### config.mk
export PLATFORM = sky130hd
export DESIGN_NAME = flash_xaddr_seq
export DESIGN_NICKNAME = d
export VERILOG_FILES = /design/src/rtl/flash_xaddr_pkg.sv /design/src/rtl/xaddr_cache.sv /design/src/rtl/poll_timer.sv /design/src/rtl/flash_xaddr_seq.sv
export SDC_FILE = /design/constraint.sdc
export NUM_CORES = 1
export LEC_CHECK = 0
export ABC_AREA = 1
export BUFFER_PORTS_ARGS = -buffer_cell sky130_fd_sc_hd__buf_2
export CAP_MARGIN = 5
export CELL_PAD_IN_SITES_DETAIL_PLACEMENT = 1
export CELL_PAD_IN_SITES_GLOBAL_PLACEMENT = 1
export CORE_MARGIN = 2
export CORE_UTILIZATION = 30
export DETAILED_ROUTE_END_ITERATION = 6
export GPL_ROUTABILITY_DRIVEN = 0
export PLACE_DENSITY = 0.64
export SYNTH_ARGS = -nofsm -noshare
export SYNTH_HDL_FRONTEND = slang
export SYNTH_HIERARCHICAL = 1
export SYNTH_SLANG_ARGS = --single-unit
export TNS_END_PERCENT = 100
### constraint.sdc
create_clock -name clk -period 4.8 [get_ports clk]
set_clock_uncertainty 0.05 [all_clocks]
set_input_delay 0.96 -clock clk [delete_from_list [all_inputs] [get_ports clk]]
set_output_delay 0.96 -clock clk [all_outputs]
set_load 0.05 [all_outputs]
### src/rtl/flash_xaddr_pkg.sv
package flash_xaddr_pkg;

  typedef enum logic [2:0] {
    OP_READ  = 3'd0,
    OP_PROG  = 3'd1,
    OP_ER4K  = 3'd2,
    OP_ER32K = 3'd3,
    OP_ER64K = 3'd4,
    OP_RDX   = 3'd5
  } op_e;

  typedef enum logic [1:0] {F_WREN, F_XWR, F_CMD, F_RDSR} frame_e;
  typedef enum logic [1:0] {S_IDLE, S_FRAME, S_GAP, S_WAIT} state_e;

  localparam logic [7:0] OPC_WREN = 8'h06;
  localparam logic [7:0] OPC_XWR  = 8'hC5;
  localparam logic [7:0] OPC_XRD  = 8'hC8;
  localparam logic [7:0] OPC_RDSR = 8'h05;

  function automatic logic [7:0] cmd_opcode(input op_e o);
    case (o)
      OP_READ:  return 8'h03;
      OP_PROG:  return 8'h02;
      OP_ER4K:  return 8'h20;
      OP_ER32K: return 8'h52;
      OP_ER64K: return 8'hD8;
      default:  return OPC_XRD;
    endcase
  endfunction

  function automatic logic is_erase(input op_e o);
    return (o == OP_ER4K) || (o == OP_ER32K) || (o == OP_ER64K);
  endfunction

  function automatic logic needs_wren(input op_e o);
    return (o == OP_PROG) || is_erase(o);
  endfunction

endpackage

### src/rtl/xaddr_cache.sv
module xaddr_cache #(
  parameter int W = 8
) (
  input  logic         clk,
  input  logic         rst,
  input  logic         inv,
  input  logic         load,
  input  logic [W-1:0] load_val,
  input  logic [W-1:0] probe,
  output logic         hit
);
  logic         valid;
  logic [W-1:0] val;

  always_ff @(posedge clk) begin
    if (rst) begin
      valid <= 1'b0;
      val   <= '0;
    end else if (inv) begin
      valid <= 1'b0;
    end else if (load) begin
      valid <= 1'b1;
      val   <= load_val;
    end
  end

  assign hit = valid && (val == probe);
endmodule

### src/rtl/poll_timer.sv
module poll_timer #(
  parameter int CW    = 16,
  parameter int LIMIT = 8
) (
  input  logic          clk,
  input  logic          rst,
  input  logic          load,
  input  logic          run,
  input  logic          poll_clr,
  input  logic          poll_inc,
  input  logic [CW-1:0] interval,
  output logic          expired,
  output logic          at_limit
);
  localparam int PW = $clog2(LIMIT + 1);

  logic [CW-1:0] cnt;
  logic [PW-1:0] polls;

  always_ff @(posedge clk) begin
    if (rst) begin
      cnt   <= '0;
      polls <= '0;
    end else begin
      if (load)
        cnt <= interval;
      else if (run && cnt != '0)
        cnt <= cnt - 1'b1;
      if (poll_clr)
        polls <= '0;
      else if (poll_inc && !at_limit)
        polls <= polls + 1'b1;
    end
  end

  assign expired  = (cnt == '0);
  assign at_limit = (polls == PW'(LIMIT));
endmodule

### src/rtl/flash_xaddr_seq.sv
module flash_xaddr_seq
  import flash_xaddr_pkg::*;
#(
  parameter int LEN_W      = 9,
  parameter int MAX_PAGE   = 256,
  parameter int CW         = 16,
  parameter int POLL_LIMIT = 8
) (
  input  logic             clk,
  input  logic             rst,
  input  logic             req_valid,
  output logic             req_ready,
  input  logic [2:0]       req_op,
  input  logic [31:0]      req_addr,
  input  logic [LEN_W-1:0] req_len,
  input  logic [7:0]       wr_data,
  input  logic             wr_valid,
  output logic             wr_ready,
  output logic [7:0]       rd_data,
  output logic             rd_valid,
  output logic             done,
  output logic             done_err,
  input  logic [CW-1:0]    cfg_poll_short,
  input  logic [CW-1:0]    cfg_poll_long,
  output logic             spi_cs_n,
  output logic             spi_req,
  output logic [7:0]       spi_tx,
  input  logic             spi_ack,
  input  logic [7:0]       spi_rx,
  input  logic             spi_err
);
  localparam int IW  = LEN_W + 1;
  localparam int HDR = 4;

  state_e           state;
  frame_e           cur, nxt_cur;
  op_e              op_q, req_op_e;
  logic [31:0]      addr_q;
  logic [LEN_W-1:0] len_q;
  logic [IW-1:0]    idx, frame_len;
  logic             ferr, wip, xw_phase;
  logic             bad_len, need_x, last, is_data, rd_byte;
  logic             cache_hit, cache_inv, cache_load;
  logic             tmr_load, tmr_expired, poll_clr, poll_inc, poll_at_limit;
  logic             go_frame, go_wait, fin, fin_err;

  assign req_op_e  = op_e'(req_op);
  assign bad_len   = (req_op_e == OP_PROG) &&
                     ((req_len == '0) || (req_len > LEN_W'(MAX_PAGE)));
  assign need_x    = (req_op_e != OP_RDX) && !cache_hit;
  assign req_ready = (state == S_IDLE);
  assign spi_cs_n  = (state != S_FRAME);

  xaddr_cache #(.W(8)) i_cache (
    .clk(clk), .rst(rst), .inv(cache_inv), .load(cache_load),
    .load_val(addr_q[31:24]), .probe(req_addr[31:24]), .hit(cache_hit)
  );

  poll_timer #(.CW(CW), .LIMIT(POLL_LIMIT)) i_timer (
    .clk(clk), .rst(rst), .load(tmr_load), .run(state == S_WAIT),
    .poll_clr(poll_clr), .poll_inc(poll_inc),
    .interval((op_q == OP_ER4K) ? cfg_poll_short : cfg_poll_long),
    .expired(tmr_expired), .at_limit(poll_at_limit)
  );

  assign poll_inc = (state == S_WAIT) && tmr_expired;

  // frame geometry
  always_comb begin
    unique case (cur)
      F_WREN:  frame_len = IW'(1);
      F_XWR,
      F_RDSR:  frame_len = IW'(2);
      default: begin
        if (op_q == OP_READ || op_q == OP_PROG) frame_len = IW'(HDR) + {1'b0, len_q};
        else if (op_q == OP_RDX)                frame_len = IW'(2);
        else                                    frame_len = IW'(HDR);
      end
    endcase
  end

  assign last     = (idx == frame_len - IW'(1));
  assign is_data  = (cur == F_CMD) && (op_q == OP_PROG) && (idx >= IW'(HDR));
  assign rd_byte  = (cur == F_CMD) &&
                    (((op_q == OP_READ) && (idx >= IW'(HDR))) ||
                     ((op_q == OP_RDX) && (idx == IW'(1))));
  assign spi_req  = (state == S_FRAME) && (!is_data || wr_valid);
  assign wr_ready = (state == S_FRAME) && is_data && spi_ack;

  // byte to send
  always_comb begin
    spi_tx = 8'h00;
    unique case (cur)
      F_WREN: spi_tx = OPC_WREN;
      F_XWR:  spi_tx = (idx == '0) ? OPC_XWR : addr_q[31:24];
      F_RDSR: spi_tx = (idx == '0) ? OPC_RDSR : 8'h00;
      default: begin
        if (idx == '0)             spi_tx = cmd_opcode(op_q);
        else if (op_q == OP_RDX)   spi_tx = 8'h00;
        else if (idx == IW'(1))    spi_tx = addr_q[23:16];
        else if (idx == IW'(2))    spi_tx = addr_q[15:8];
        else if (idx == IW'(3))    spi_tx = addr_q[7:0];
        else if (op_q == OP_PROG)  spi_tx = wr_data;
      end
    endcase
  end

  // decision between frames
  always_comb begin
    cache_inv = 1'b0; cache_load = 1'b0; go_frame = 1'b0; go_wait = 1'b0;
    fin = 1'b0; fin_err = 1'b0; nxt_cur = cur; poll_clr = 1'b0;
    if (state == S_GAP) begin
      unique case (cur)
        F_WREN: begin
          if (ferr) begin fin = 1'b1; fin_err = 1'b1; cache_inv = xw_phase; end
          else begin go_frame = 1'b1; nxt_cur = xw_phase ? F_XWR : F_CMD; end
        end
        F_XWR: begin
          if (ferr) begin fin = 1'b1; fin_err = 1'b1; cache_inv = 1'b1; end
          else begin
            cache_load = 1'b1; go_frame = 1'b1;
            nxt_cur = needs_wren(op_q) ? F_WREN : F_CMD;
          end
        end
        F_CMD: begin
          if (ferr)                  begin fin = 1'b1; fin_err = 1'b1; end
          else if (is_erase(op_q))   begin go_wait = 1'b1; poll_clr = 1'b1; end
          else                       fin = 1'b1;
        end
        default: begin
          if (ferr || (wip && poll_at_limit)) begin fin = 1'b1; fin_err = 1'b1; end
          else if (!wip)                      fin = 1'b1;
          else                                go_wait = 1'b1;
        end
      endcase
    end
  end
  assign tmr_load = go_wait;

  always_ff @(posedge clk) begin
    if (rst) begin
      state <= S_IDLE;  cur <= F_WREN;  op_q <= OP_READ;
      addr_q <= '0;     len_q <= '0;    idx <= '0;
      ferr <= 1'b0;     wip <= 1'b0;    xw_phase <= 1'b0;
      done <= 1'b0;     done_err <= 1'b0;
      rd_valid <= 1'b0; rd_data <= '0;
    end else begin
      done     <= 1'b0;
      rd_valid <= 1'b0;
      unique case (state)
        S_IDLE: if (req_valid) begin
          op_q <= req_op_e; addr_q <= req_addr; len_q <= req_len;
          idx <= '0; ferr <= 1'b0;
          if (bad_len) begin
            done <= 1'b1; done_err <= 1'b1;
          end else begin
            state    <= S_FRAME;
            xw_phase <= need_x;
            cur      <= (need_x || needs_wren(req_op_e)) ? F_WREN : F_CMD;
          end
        end
        S_FRAME: if (spi_ack) begin
          ferr <= ferr | spi_err;
          if (rd_byte) begin rd_valid <= 1'b1; rd_data <= spi_rx; end
          if (cur == F_RDSR && idx == IW'(1)) wip <= spi_rx[0];
          if (last) state <= S_GAP;
          else      idx   <= idx + 1'b1;
        end
        S_GAP: begin
          idx <= '0; ferr <= 1'b0; cur <= nxt_cur;
          if (cache_load) xw_phase <= 1'b0;
          if (fin) begin
            state <= S_IDLE; done <= 1'b1; done_err <= fin_err;
          end else if (go_frame) state <= S_FRAME;
          else if (go_wait)      state <= S_WAIT;
        end
        default: if (tmr_expired) begin
          state <= S_FRAME; cur <= F_RDSR;
        end
      endcase
    end
  end

  AST_CS_BETWEEN_FRAMES: assert property (@(posedge clk) disable iff (rst)
    (state == S_FRAME && spi_ack && last) |=> spi_cs_n);
  AST_REJECT_QUIET: assert property (@(posedge clk) disable iff (rst)
    (state == S_IDLE && req_valid && bad_len) |=> (spi_cs_n && done && done_err));
  AST_XWR_FAIL_ABORT: assert property (@(posedge clk) disable iff (rst)
    (state == S_GAP && cur == F_XWR && ferr) |=> (done && done_err && spi_cs_n));
  AST_WIP_CLEAR_DONE: assert property (@(posedge clk) disable iff (rst)
    (state == S_FRAME && cur == F_RDSR && spi_ack && last && !spi_err && !ferr && !spi_rx[0])
      |-> ##2 (done && !done_err));
  AST_TX_HOLD: assert property (@(posedge clk) disable iff (rst)
    (spi_req && !spi_ack) |=> (spi_req && $stable(spi_tx)));
endmodule

==> results_dict.tcl <==
set metrics [dict create \
    dr.pass1.iters 4 \
    ys_dominant_reg_cell "dfxtp_1" \
    initial_utilization_pct 30.6 \
    place_area_um2 7210 \
    fmax_mhz 263 \
    seq_area_frac_synth_pct 31.6 \
    grt_pass1_wl_um 34800 \
    synth_top_cell_area_share_pct 31.6 \
    multi_input_comb_area_um2 3820 \
    dieArea_um2 22500 \
    nets 1245 \
    die_h_um 150 \
    worstPathRequired_ns 3.79 \
    cp.arrival_ns 2.79 \
    power_density_nw_per_um2 495 \
    grt_max_degree 59 \
    cts_tree "yes" \
    drive_above_1_share_pct 16.6 \
    hold_path.class "reg2reg" \
    syn_nets 1146 \
    utilization_pct 35.8 \
    track_usage_pct 19.5 \
    leakagePower_nw 3.52 \
    final_cell_area_um2 7500 \
    relSlewSlack_pct 49.6 \
    dp_worst_setup_slack_ns 1.40 \
    yosysUniqueCellTypes 46 \
    irDropWorstVdd_v 0.000201 \
    cp_cell_sequence "ha_1 > inv_1 > nor2_1 > nand4_1 > nor2_1 > a31oi_1 > o21ai_0 > nor2_1 > o22ai_1 > nand2_1 > nand2_1 > buf_2" \
    slowest_stage "nand4_1" \
    num_io_pins 121 \
    yosysMostFrequentCell "nand2_1" \
    finalMaxSlewViolations 0 \
    grt_remaining_overflow 0 \
    area_growth_pct 17.2 \
    cts_num_sinks 101 \
    startpoint_type "register" \
    setup_tns_ns 0 \
    path_clk_slew_ns 0.08 \
    grt_pass1_vias 6767 \
    layout_setup_ws_ns 0.997 \
    antenna_found_initial 0 \
    synthTopCellsByArea "dfxtp_1, nand2_1, nor2_1" \
    finalPower_mw 3.72 \
    drt_iter0_markers 273 \
    dp_hpwl_um 16400 \
    ys_ff_latch 101 \
    drcViolationCount 0 \
    end_kind "primary output" \
    path_max_fanout 14 \
    yosys.area.top_type "dfxtp_1" \
    ant_nets 0 \
    cts_buffers 9 \
    cts.hold.buffers_added 0 \
    die_width_um 150 \
    netlist_top_cells_count "nand2_1, nor2_1, dfxtp_1" \
    worst_path_most_repeated_cell "nor2_1" \
    setup_viol 0 \
    rows 53 \
    n_fill_cell 2820 \
    path_class "reg2out" \
    async_reset_ff_share_pct 0 \
    clkLatencyLatePin_ns 0.36 \
    report.final.hold_viol_count 0 \
    wl_per_cell_um 15.2 \
    cts_root_buf "clkbuf_16" \
    wl_um 21500 \
    status "finished, final reports clean" \
    fin_crit_ns 3.80 \
    fin_crit_sh_pct 79.2 \
    htreeDepth 3 \
    syn_area_per_cell_um2 6.19 \
    portBuffers 120 \
    path_delay_family "simple AND/OR/NAND/NOR gates" \
    vias 6767 \
    worst_slew_pin_slew_ns 0.754 \
    syn_inst 1035 \
    ff_latch_area_um2 2020 \
    yosys_warnings 6 \
    diodes 0 \
    cp_slowest_stage_delay_ns 0.47 \
    clk_path_buf_depth 2 \
    netlist_area_um2 6400 \
    synth_enable_flop_cells 0 \
    path_buf_inv 2 \
    rsz0062_at_grt "false" \
    max_cap_viol_count 0 \
    vias_per_cell 4.79 \
    postCtsSetupRepairBufs 0 \
    cts_resized 0 \
    core_region_area_um2 21000 \
]
[area by class of cell]
class	instances	area share (%)
clock buffer	11	3.37
multi-input combinational	795	51.0
tap	275	4.59
clock inverter	5	0.534
timing repair buffer	125	8.51
sequential	101	27.0
inverter	102	5.10
[registers in the layout, indices dropped and copies added, names as in the netlist]
signal / cells
addr_q: 32
i_timer/cnt: 16
idx: 10
len_q: 9
i_cache/val: 8
rd_data: 8
i_timer/polls: 4
op_q: 3
cur: 2
state: 2
done: 1
done_err: 1
ferr: 1
i_cache/valid: 1
rd_valid: 1
wip: 1
xw_phase: 1
[final timing paths]
| check | slack, ns | endpoint | from | cells past startpoint |
|---|---|---|---|---|
| max | 1.0 | spi_tx[7] | idx[0] | 12 |
| min | 0.42 | i_cache/val[1] | i_cache/val[1] | 2 |
| max reg2reg | 1.59 | idx[8] | cur[1] | 15 |
| min reg2reg | 0.42 | i_cache/val[1] | i_cache/val[1] | 2 |
[layout by cell type, fill, tap and decap left out, types with 3 or more instances in the layout]
cell,instances
nand4_1,9
nor4_1,4
o21ai_0,94
xnor2_1,3
ha_1,13
nand3_1,76
buf_2,120
a31oi_1,3
dfxtp_1,101
clkinv_1,3
xor2_1,17
inv_1,92
o211ai_1,10
buf_4,5
clkinvlp_4,3
nand2_2,8
nor2_2,11
a21oi_1,47
nor3_1,11
nand2_4,3
nand2_1,265
nor2_4,4
nor2_1,186
nor3_2,7
clkbuf_16,9
inv_2,7
[per-layer routing]
metal	track usage (%)	wire (µm)	vias to the layer above
met1	26.1	10400	3155
met3	3.72	708	12
li1	-	-	3522
met2	33.1	10200	78
met4	3.40	161	0
met5	0	0	-
[cells by family (layout without fill, tap and decap cells)]
group           Yosys count  count (layout)  synth area share [%]
flops                   101             101                  31.6
fa+ha+maj                13              13                  2.54
xor+xnor                 21              21                  2.99
mux                       1               1                 0.156
buf+inv                 139             243                  8.72
simple gates            593             593                  39.9
compound gates          167             167                  14.1
[tightest hold or removal path: cells and delay by family (launching register included)]
kind / cells / cell delay (ns)
flip-flops: 1 / 0.31
AND/OR/NAND/NOR: 1 / 0.06
AO/OA/AOI/OAI: 1 / 0.05
[power breakdown]
part	switching, mW	leakage, nW	internal, mW
registers	0.138	0.825	0.973
logic	1.31	2.56	0.556
clock network	0.358	0.135	0.385
total	1.80	3.52	1.91
[metrics by stage]
stage | instances | hold slack (ns)
finish | 1414 | 0.421
global route | 1414 | 0.439
CTS | 1414 | 0.425
detailed placement | 1398 | 0.414
global placement | 1398 | 0.405
floorplan | 1035 | 0.380
Note: power is estimated with default switching activity, not from simulation.
